### config.mk
export PLATFORM = sky130hd
export DESIGN_NAME = page_commit_buf
export DESIGN_NICKNAME = d
export VERILOG_FILES = /design/src/rtl/page_commit_buf.sv
export SDC_FILE = /design/constraint.sdc
export NUM_CORES = 1
export LEC_CHECK = 0
export ABC_CLOCK_PERIOD_IN_PS = 1900
export BUFFER_PORTS_ARGS = -buffer_cell sky130_fd_sc_hd__buf_2
export CORE_MARGIN = 2
export CORE_UTILIZATION = 55
export CTS_CLUSTER_SIZE = 24
export DETAILED_ROUTE_END_ITERATION = 8
export PLACE_DENSITY_LB_ADDON = 0.15
export SETUP_SLACK_MARGIN = 0.4
export SLEW_MARGIN = 30
export SYNTH_ARGS = -nofsm -noshare
export SYNTH_HDL_FRONTEND = slang
export SYNTH_SLANG_ARGS = --single-unit
### constraint.sdc
create_clock -name clk -period 1.9 [get_ports clk]
set_input_delay 0.38 -clock clk [delete_from_list [all_inputs] [get_ports clk]]
set_output_delay 0.38 -clock clk [all_outputs]
set_load 0.005 [all_outputs]
### src/rtl/page_commit_buf.sv
module page_commit_buf #(
  parameter int ADDR_W    = 7,
  parameter int DATA_W    = 8,
  parameter int SLOT_W    = 2,
  parameter int WR_CYCLES = 250000
) (
  input  logic              clk,
  input  logic              rst_n,
  input  logic              start_i,
  input  logic              addr_load_i,
  input  logic [ADDR_W-1:0] addr_i,
  input  logic              byte_vld_i,
  input  logic [DATA_W-1:0] byte_i,
  input  logic              stop_i,
  output logic              mem_we_o,
  output logic [ADDR_W-1:0] mem_addr_o,
  output logic [DATA_W-1:0] mem_wdata_o,
  output logic              busy_o
);

  localparam int SLOTS  = 1 << SLOT_W;
  localparam int PAGE_W = ADDR_W - SLOT_W;
  localparam int CNT_W  = $clog2(WR_CYCLES + 1);

  logic [DATA_W-1:0] latch_q [SLOTS];
  logic [SLOTS-1:0]  mask_q;
  logic [PAGE_W-1:0] page_q;
  logic [SLOT_W-1:0] ptr_q;
  logic              busy_q;
  logic [CNT_W-1:0]  cnt_q;

  wire [SLOT_W-1:0] slot_sel = cnt_q[SLOT_W-1:0];
  wire              in_win   = busy_q && (cnt_q < CNT_W'(SLOTS));
  wire              last_cyc = (cnt_q == CNT_W'(WR_CYCLES - 1));

  always_ff @(posedge clk or negedge rst_n) begin
    if (!rst_n) begin
      mask_q <= '0;
      page_q <= '0;
      ptr_q  <= '0;
      busy_q <= 1'b0;
      cnt_q  <= '0;
    end else if (busy_q) begin
      if (last_cyc) begin
        busy_q <= 1'b0;
        mask_q <= '0;
        cnt_q  <= '0;
      end else begin
        cnt_q <= cnt_q + 1'b1;
      end
    end else if (stop_i) begin
      if (|mask_q) begin
        busy_q <= 1'b1;
        cnt_q  <= '0;
      end
    end else if (start_i) begin
      mask_q <= '0;
    end else if (addr_load_i) begin
      mask_q <= '0;
      page_q <= addr_i[ADDR_W-1:SLOT_W];
      ptr_q  <= addr_i[SLOT_W-1:0];
    end else if (byte_vld_i) begin
      mask_q[ptr_q] <= 1'b1;
      ptr_q         <= ptr_q + 1'b1;
    end
  end

  for (genvar s = 0; s < SLOTS; s++) begin : g_slot
    always_ff @(posedge clk) begin
      if (!busy_q && !stop_i && !start_i && !addr_load_i && byte_vld_i &&
          ptr_q == SLOT_W'(s))
        latch_q[s] <= byte_i;
    end
  end

  assign mem_we_o    = in_win && mask_q[slot_sel];
  assign mem_addr_o  = {page_q, slot_sel};
  assign mem_wdata_o = latch_q[slot_sel];
  assign busy_o      = busy_q;

endmodule

==> flow_metrics.env, run 1 <==
export IMPL_yosysUniqueCellTypes=42
export IMPL_seq_power_share_pct=54.9
export IMPL_global_route_peak_usage_layer="met2"
export IMPL_grt_antenna_before_repair=0
export IMPL_pwr_dens_nw_per_um2=665
export IMPL_drt_drc_violations_left=0
export IMPL_post_drt_wl_per_cell_um=18.0
export IMPL_cp_end_kind="output port"
export IMPL_placed_area_um2=3200
export IMPL_yosys_warnings=0
export IMPL_leak_pwr_nw=1.48
export IMPL_final_util_pct=77.1
export IMPL_cellInternalPower_mw=2.04
export IMPL_hold_violations=0
export IMPL_router_iterations_before_antenna_repair=4
export IMPL_rsz0062_at_grt="true"
export IMPL_final_setup_worst_slack_ns=-0.158
export IMPL_layout_cells_non_filler=363
export IMPL_mean_number_of_vias_per_cell=5.85
export IMPL_grt_pass1_vias=1993
export IMPL_met2_usage_in_global_routing_pct=37.7
export IMPL_drt_initial_drc_count=109
export IMPL_totalPowerFinal_mw=2.58
export IMPL_postRouteAntennaNets=0
export IMPL_min_delay_path_class="in2async"
export IMPL_post_synth_cell_area_avg_um2=13.1
export IMPL_synthArstFlopShare_pct=48.4
export IMPL_core_um2=5040
export IMPL_timing_clock_skew_ns=0.00723
export IMPL_io_pins=38
export IMPL_globalRouteTotalUtil_pct=23.7
export IMPL_antenna_cells=0
export IMPL_grt_use_met3_pct=6.08
export IMPL_globalRouteOverflowTotal=0
export IMPL_setup_viol=9
export IMPL_synth_cell_area_um2=2840
export IMPL_outcome="finished with violations"
export IMPL_clock_tree_buffer_depth=2
export IMPL_clock_latency_ns=0.34
export IMPL_fmax_mhz=486
export IMPL_clockRootBuffer="clkbuf_8"
export IMPL_numCtsBuffers=9
export IMPL_p_sw_mw=0.545
export IMPL_holdBufCountCts=0
export IMPL_synth_flop_type="edfxtp_1"
export IMPL_synth_sequential_area_ratio_pct=60.2
export IMPL_synthesis_instances=217
export IMPL_synth_edf_count=32
export IMPL_timing_rr_start="cnt_q[0]"
export IMPL_crit_path_start_kind="register"
export IMPL_path_clk_slew_ns=0.07
export IMPL_area_growth_pct=36.8
export IMPL_timing_worst_slew_pin_value_ns=0.678
export IMPL_drive_above_1_share_pct=51.2
export IMPL_die_height_um=75.9
export IMPL_r2r_setup_slk_ns=0.08
export IMPL_final_net_count=314
export IMPL_slew_violations=0
export IMPL_totalNegativeSetupSlack_ns=-0.282
export IMPL_cp_max_fo=2
export IMPL_postLayoutCellArea_um2=3890
export IMPL_worst_path_largest_cell_delay_ns=0.41
export IMPL_worst_ep_arrival_time_ns=1.68
export IMPL_die_area_um2=5760
export IMPL_vias=2123
export IMPL_post_route_min_period_ns=2.06
export IMPL_start_util_pct=56.4
export IMPL_ys_ff_latch=62
export IMPL_switching_fraction_of_total_power_pct=21.1
export IMPL_cts_sinks=62
export IMPL_rows=26
export IMPL_synth_nets=243
export IMPL_power_ir_vdd_worst_v=0.000550
export IMPL_placement_io_buffers=37
export IMPL_grt_pass1_wl_um=9860
export IMPL_failing_checks="setup timing"
export IMPL_clock_tree_from_tritoncts="done"
export IMPL_worst_path_max_delay_cell="dfrtp_1"
export IMPL_grt_max_degree=31
export IMPL_regToRegEndpoint="cnt_q[9]"
export IMPL_max_slew_margin_rel_pct=54.8
export IMPL_p_comb_share_pct=2.2
export IMPL_worst_path_required_time_ns=1.52
export IMPL_worstSetupPathType="reg2out"
export IMPL_final_gp_congestion=0.894
export IMPL_pwr_share_clk_pct=42.9
export IMPL_grt_met1_usage_pct=31.4
export IMPL_timing_critical_path_cells="nor4_4 -> nand3_2 -> and4b_1 -> buf_2"
export IMPL_worst_r2r_cell_count=9
export IMPL_fp_dieW_um=75.9
export IMPL_wl_um=6540
export IMPL_dp_cells=326
export IMPL_hpwl_um=3940
export IMPL_h_tree_depth=3
export IMPL_post_route_period_util_pct=108
export IMPL_maxCapViolCount=0
-- final cells by class --
type                       instances  area (um2)
multi-input combinational        141        1370
inverter                           4        15.0
clock inverter                     6        62.6
fill                             294        1160
tap                               70        87.6
clock buffer                      10         128
timing repair buffer              70         509
sequential                        62        1720
-- timing repair --
item                                    in CTS  in global routing
gates resized for setup                     42                 35
pin swaps                                   30                 11
endpoints found under the setup margin      66                 70
setup buffers                               12                  9
-- layer usage --
layer,up-vias,part of all wire [%]
li1,969,-
met1,1076,42
met2,58,52
met3,20,3.5
met4,0,2.7
met5,-,0
-- kinds of logic after synthesis --
group	after synthesis	synth area share (%)
AOI/OAI and AO/OA	38	8.37
buffers and inverters	14	2.82
DFF	62	60.2
adders and majority gates	5	2.20
and+or+nand+nor	76	14.7
xor gates and xnor gates	8	2.47
muxes	14	9.25
-- critical path: cells and delay by family, from the launching register on --
kind / cells / cell delay [ns]
buf+inv: 1 / 0.12
flops: 1 / 0.41
simple gates: 3 / 0.81
-- state kept, by name, summed over array words and instances, names as in the netlist --
signal and count:
mask_q 4, latch_q 32, ptr_q 2, cnt_q 18, page_q 5, busy_o 1
-- power by group through the flow --
stage                     clock network [mW]  logic (mW)  registers [mW]
after global placement                     0      0.0532            1.45
after CTS                               1.13      0.0585            1.42
final                                   1.11      0.0578            1.42
after floorplan                            0     0.00558            1.45
after detailed placement                   0      0.0553            1.45
after global routing                    1.19      0.0654            1.42
-- cell usage in the layout (no fill, tap or decap), types with 3 or more instances in the layout --
cell type,synthesis,final
dfrtp_2,0,3
and3_1,11,5
clkbuf_8,0,9
ha_1,5,4
and3_4,0,6
buf_2,4,36
edfxtp_1,32,32
dfrtp_1,30,27
a21oi_1,11,8
xor2_1,5,4
buf_6,2,11
mux2_2,5,5
o21ai_1,0,5
nor2_1,17,8
xnor2_1,3,3
nand2_1,13,11
nor3_2,0,4
nand3_1,11,7
nor4_4,1,4
clkinvlp_4,0,3
mux4_2,8,9
o21ai_0,13,6
nor2_4,1,10
nand4_1,4,4
buf_4,2,20
inv_1,4,4
-- metrics by stage --
step / setup WS (ns) / hold WS [ns]
4_1_cts: -0.110 / 0.0833
3_3_place_gp: 0.183 / 0.452
6_report: -0.158 / 0.0755
2_1_floorplan: 0.303 / 0.0844
3_5_place_dp: 0.145 / 0.453
5_1_grt: -0.255 / 0.134
-- Yosys cell counts (4+ instances only) --
| cell | instances | share of area, % |
|---|---|---|
| ha_1 | 5 | 2.2 |
| a21oi_1 | 11 | 1.9 |
| mux2_2 | 5 | 2.0 |
| nor2_1 | 17 | 2.2 |
| inv_1 | 4 | 0.53 |
| mux4_2 | 8 | 6.3 |
| o21ai_0 | 13 | 2.3 |
| edfxtp_1 | 32 | 34 |
| and3_1 | 11 | 2.4 |
| buf_2 | 4 | 0.70 |
| xor2_1 | 5 | 1.5 |
| nand4_1 | 4 | 0.88 |
| nor4_1 | 5 | 1.1 |
| nand2_1 | 13 | 1.7 |
| nor3_1 | 6 | 1.1 |
| nand3_1 | 11 | 1.9 |
| dfrtp_1 | 30 | 26 |
-- worst max-delay path by stage --
stage	start	to	slack [ns]
detailed placement	cnt_q[1]	cnt_q[11]	0.14
CTS	cnt_q[11]	mem_we_o	-0.11
global route	cnt_q[10]	mem_we_o	-0.26
floorplan	cnt_q[1]	mem_we_o	0.30
global placement	cnt_q[0]	mem_wdata_o[4]	0.18
finish	cnt_q[10]	mem_we_o	-0.16
Power figures use the tool's default switching activity.
==> run 2: changes to the inputs <==
- REMOVE_ABC_BUFFERS: unset -> 1
- SKIP_CTS_REPAIR_TIMING: unset -> 1
==> flow_metrics.env, run 2 (synthesis gave the netlist of run 1 again) <==
export IMPL_die_area_um2=5760
export IMPL_p_sw_mw=0.551
export IMPL_most_used_cells_in_the_layout_excluding_fill_and_tap_cells="buf_2 (34), edfxtp_1 (32), dfrtp_1 (24), buf_4 (22), nor2_1 (15)"
export IMPL_failing_checks="setup timing"
export IMPL_vias=2151
export IMPL_grt_pass1_wl_um=9410
export IMPL_final_gp_congestion=0.879
export IMPL_drt_initial_drc_count=139
export IMPL_router_iterations_before_antenna_repair=4
export IMPL_register_area_um2=1720
export IMPL_postLayoutCellArea_um2=3930
export IMPL_largest_reg_flops=32
export IMPL_clock_latency_ns=0.35
export IMPL_layout_cells_non_filler=366
export IMPL_postRouteAntennaNets=0
export IMPL_met2_usage_in_global_routing_pct=33.1
export IMPL_post_route_period_util_pct=108
export IMPL_clock_tree_buffer_depth=2
export IMPL_multi_input_comb_area_um2=1320
export IMPL_seq_power_share_pct=52.2
export IMPL_grt_max_degree=31
export IMPL_clockRootBuffer="clkbuf_8"
export IMPL_hold_violations=0
export IMPL_fmax_mhz=487
export IMPL_final_net_count=317
export IMPL_mean_number_of_vias_per_cell=5.88
export IMPL_io_pins=38
export IMPL_layout_filler_cells=300
export IMPL_drive_above_1_share_pct=51.0
export IMPL_dp_cells=333
export IMPL_wl_um=6910
export IMPL_globalRouteTotalUtil_pct=23.1
export IMPL_crit_path_start_kind="register"
export IMPL_min_delay_path_class="in2async"
export IMPL_final_setup_worst_slack_ns=-0.153
export IMPL_worstSetupPathType="reg2out"
export IMPL_timing_worst_slew_pin_value_ns=0.716
export IMPL_p_comb_share_pct=2.1
export IMPL_totalPowerFinal_mw=2.72
export IMPL_maxCapViolCount=0
export IMPL_worst_ep_arrival_time_ns=1.67
export IMPL_path_clk_slew_ns=0.07
export IMPL_timing_clock_skew_ns=0.00794
export IMPL_layout_commonest_cell="buf_2"
export IMPL_timing_critical_path_cells="mux4_2 -> and4b_1 -> buf_2"
export IMPL_critical_path_n_buffers_inverters=1
export IMPL_drt_drc_violations_left=0
export IMPL_rsz0062_at_grt="true"
export IMPL_core_um2=5040
export IMPL_outcome="finished with violations"
export IMPL_switching_fraction_of_total_power_pct=20.3
export IMPL_h_tree_depth=3
export IMPL_die_height_um=75.9
export IMPL_max_slew_margin_rel_pct=52.3
export IMPL_rows=26
export IMPL_grt_pass1_vias=1874
export IMPL_globalRouteOverflowTotal=0
export IMPL_cp_end_kind="output port"
export IMPL_area_growth_pct=38.4
export IMPL_placement_io_buffers=37
export IMPL_cellInternalPower_mw=2.17
export IMPL_grt_met1_usage_pct=33.5
export IMPL_worst_path_largest_cell_delay_ns=0.55
export IMPL_fp_dieW_um=75.9
export IMPL_global_route_peak_usage_layer="met1"
export IMPL_start_util_pct=56.4
export IMPL_power_ir_vdd_worst_v=0.000571
export IMPL_crit_family="multiplexers"
export IMPL_post_route_min_period_ns=2.05
export IMPL_antenna_cells=0
export IMPL_leak_pwr_nw=1.55
export IMPL_cts_sinks=62
export IMPL_placed_area_um2=3230
export IMPL_pwr_share_clk_pct=45.7
export IMPL_max_flop_register="latch_q"
export IMPL_hpwl_um=4030
export IMPL_setup_viol=9
export IMPL_numCtsBuffers=9
export IMPL_slew_violations=0
export IMPL_final_hold_worst_slack_ns=0.0833
export IMPL_pwr_dens_nw_per_um2=691
export IMPL_top_regs="latch_q (32), cnt_q (18), page_q (5)"
export IMPL_post_drt_wl_per_cell_um=18.9
export IMPL_worst_path_max_delay_cell="mux4_2"
export IMPL_cp_max_fo=4
export IMPL_worst_path_required_time_ns=1.52
export IMPL_grt_antenna_before_repair=0
export IMPL_clock_tree_from_tritoncts="done"
export IMPL_grt_use_met3_pct=6.08
==> run 2: final timing paths <==
| kind | from | end | slack, ns | cells after the start |
|---|---|---|---|---|
| max in group asynchronous | rst_n | cnt_q[1] | 1.31 | 1 |
| worst max register to register | cnt_q[1] | cnt_q[5] | 0.15 | 7 |
| worst min-delay path | rst_n | page_q[1] | 0.08 | 1 |
| worst max-delay path | cnt_q[1] | mem_we_o | -0.15 | 3 |
| min in group clk | byte_i[1] | latch_q[3][1] | 0.25 | 1 |
| worst min register to register | page_q[2] | page_q[2] | 0.51 | 1 |
==> run 2: stage by stage <==
stage                     utilization (%)  setup TNS, ns  worst slack, ns
after floorplan                         -         -0.479          -0.0637
after global placement               64.0              0            0.105
after detailed placement             64.0              0           0.0633
after CTS                            68.3          -1.75           -0.259
after global routing                 78.0          -1.33           -0.208
final                                78.0         -0.785           -0.153
==> run 2: metal layers <==
layer	share of wire [%]	vias up	wire, um
met5	0	-	0
met4	2.3	0	162
met3	6.0	21	414
met2	49	95	3390
met1	43	1057	2950
li1	-	978	-
==> run 2: final cells by class <==
type / instances / share of cell area (%)
flip-flops and latches: 62 / 43.7
multi-input cells: 141 / 33.5
repair buffers: 73 / 14.7
clock buffers: 9 / 3.15
clock inverters: 7 / 2.26
well taps: 70 / 2.23
inverters: 4 / 0.382
==> run 2: power groups by stage <==
stage	combinational (mW)	sequential (mW)	clock, mW
6_report	0.0584	1.42	1.24
2_1_floorplan	0.00552	1.45	0
5_1_grt	0.0652	1.42	1.31
4_1_cts	0.0550	1.42	1.25
3_3_place_gp	0.0530	1.45	0
3_5_place_dp	0.0549	1.45	0
==> run 3: changes to the inputs <==
- CAP_MARGIN: unset -> 40
- TNS_END_PERCENT: unset -> 20
==> flow_metrics.env, run 3 (synthesis gave the netlist of run 1 again) <==
export IMPL_outcome="finished with violations"
export IMPL_failing_checks="setup timing"
export IMPL_globalRouteOverflowTotal=0
export IMPL_placed_area_um2=3230
export IMPL_grt_pass1_wl_um=9410
export IMPL_mean_number_of_vias_per_cell=5.75
export IMPL_grt_max_degree=31
export IMPL_crit_family="simple AND/OR/NAND/NOR gates"
export IMPL_path_clk_slew_ns=0.07
export IMPL_clock_tree_from_tritoncts="done"
export IMPL_h_tree_depth=3
export IMPL_wl_um=6120
export IMPL_layout_filler_cells=316
export IMPL_vias=2058
export IMPL_crit_path_start_kind="register"
export IMPL_min_delay_path_class="in2async"
export IMPL_setup_viol=9
export IMPL_post_route_period_util_pct=109
export IMPL_drt_drc_violations_left=0
export IMPL_leak_pwr_nw=1.50
export IMPL_max_flop_register="latch_q"
export IMPL_cp_max_fo=2
export IMPL_dp_cells=333
export IMPL_final_setup_worst_slack_ns=-0.169
export IMPL_hold_violations=0
export IMPL_timing_rr_start="cnt_q[0]"
export IMPL_antenna_cells=0
export IMPL_drive_above_1_share_pct=47.2
export IMPL_final_gp_congestion=0.879
export IMPL_start_util_pct=56.4
export IMPL_worst_path_max_delay_cell="dfrtp_1"
export IMPL_cts_sinks=62
export IMPL_worst_path_largest_cell_delay_ns=0.41
export IMPL_timing_critical_path_cells="nor4_4 -> nand3_1 -> and4b_1 -> buf_2"
export IMPL_hpwl_um=4030
export IMPL_postRouteAntennaNets=0
export IMPL_router_iterations_before_antenna_repair=4
export IMPL_max_slew_margin_rel_pct=52.1
export IMPL_r2r_setup_slk_ns=0.26
export IMPL_pwr_dens_nw_per_um2=713
export IMPL_clock_tree_buffer_depth=2
export IMPL_worstSetupPathType="reg2out"
export IMPL_rsz0062_at_grt="true"
export IMPL_slew_violations=0
export IMPL_most_used_cells_in_the_layout_excluding_fill_and_tap_cells="buf_2 (33), edfxtp_1 (32), dfrtp_1 (23), buf_4 (18), nor2_1 (17)"
export IMPL_grt_antenna_before_repair=0
export IMPL_cp_end_kind="output port"
export IMPL_die_height_um=75.9
export IMPL_post_drt_wl_per_cell_um=17.1
export IMPL_die_area_um2=5760
export IMPL_layout_commonest_cell="buf_2"
export IMPL_globalRouteTotalUtil_pct=23.1
export IMPL_clock_latency_ns=0.34
export IMPL_rows=26
export IMPL_regToRegEndpoint="cnt_q[10]"
export IMPL_numCtsBuffers=9
export IMPL_worst_path_required_time_ns=1.52
export IMPL_post_route_min_period_ns=2.07
export IMPL_worst_ep_arrival_time_ns=1.69
export IMPL_fmax_mhz=483
export IMPL_grt_pass1_vias=1874
export IMPL_postLayoutCellArea_um2=3800
export IMPL_critical_path_n_buffers_inverters=1
export IMPL_timing_clock_skew_ns=0.00603
export IMPL_totalNegativeSetupSlack_ns=-0.641
export IMPL_final_net_count=309
export IMPL_timing_worst_slew_pin_value_ns=0.718
export IMPL_core_um2=5040
export IMPL_final_hold_worst_slack_ns=0.0922
export IMPL_area_growth_pct=33.7
export IMPL_largest_reg_flops=32
export IMPL_fp_dieW_um=75.9
export IMPL_drt_initial_drc_count=146
export IMPL_layout_cells_non_filler=358
export IMPL_io_pins=38
export IMPL_maxCapViolCount=0
export IMPL_top_regs="latch_q (32), cnt_q (18), page_q (5)"
export IMPL_placement_io_buffers=37
export IMPL_power_ir_vdd_worst_v=0.000653
export IMPL_clockRootBuffer="clkbuf_8"
export IMPL_worst_r2r_cell_count=7
-- run 3: cell type report --
cell class,instances,area (um2),area share (%)
sequential,62,1720,45.3
clock inverter,7,88.8,2.34
inverter,4,15.0,0.395
tap,70,87.6,2.30
clock buffer,9,124,3.26
multi-input combinational,141,1260,33.3
timing repair buffer,65,500,13.2
-- run 3: how the worst max path moves through the flow --
stage	cells after the start	startpoint	endpoint	slack (ns)
finish	4	cnt_q[10]	mem_we_o	-0.17
global route	4	cnt_q[10]	mem_we_o	-0.26
CTS	4	cnt_q[6]	mem_we_o	-0.26
detailed placement	7	cnt_q[0]	cnt_q[10]	0.06
global placement	7	cnt_q[0]	cnt_q[10]	0.11
floorplan	5	cnt_q[0]	cnt_q[1]	-0.06
-- run 3: layer usage --
layer / wire length, um / track usage [%] / vias to the layer above
met5: 0 / 0 / -
met4: 104 / 9.75 / 0
li1: - / - / 965
met1: 2770 / 33.5 / 1014
met2: 2950 / 33.1 / 70
met3: 288 / 6.08 / 9
-- run 3: power breakdown --
| group | internal (mW) | switching [mW] | leakage, nW | total [mW] |
|---|---|---|---|---|
| Clock | 0.728 | 0.508 | 0.103 | 1.24 |
| Combinational | 0.0204 | 0.0363 | 0.739 | 0.0568 |
| Sequential | 1.42 | 0.00125 | 0.658 | 1.42 |
| Total | 2.17 | 0.546 | 1.50 | 2.71 |
-- run 3: stage by stage --
| step | total power, mW | worst slack, ns | utilization [%] |
|---|---|---|---|
| floorplan | 1.45 | -0.0637 | - |
| global placement | 1.50 | 0.105 | 64.0 |
| detailed placement | 1.50 | 0.0633 | 64.0 |
| CTS | 2.73 | -0.259 | 68.3 |
| global route | 2.80 | -0.259 | 75.4 |
| finish | 2.71 | -0.169 | 75.4 |
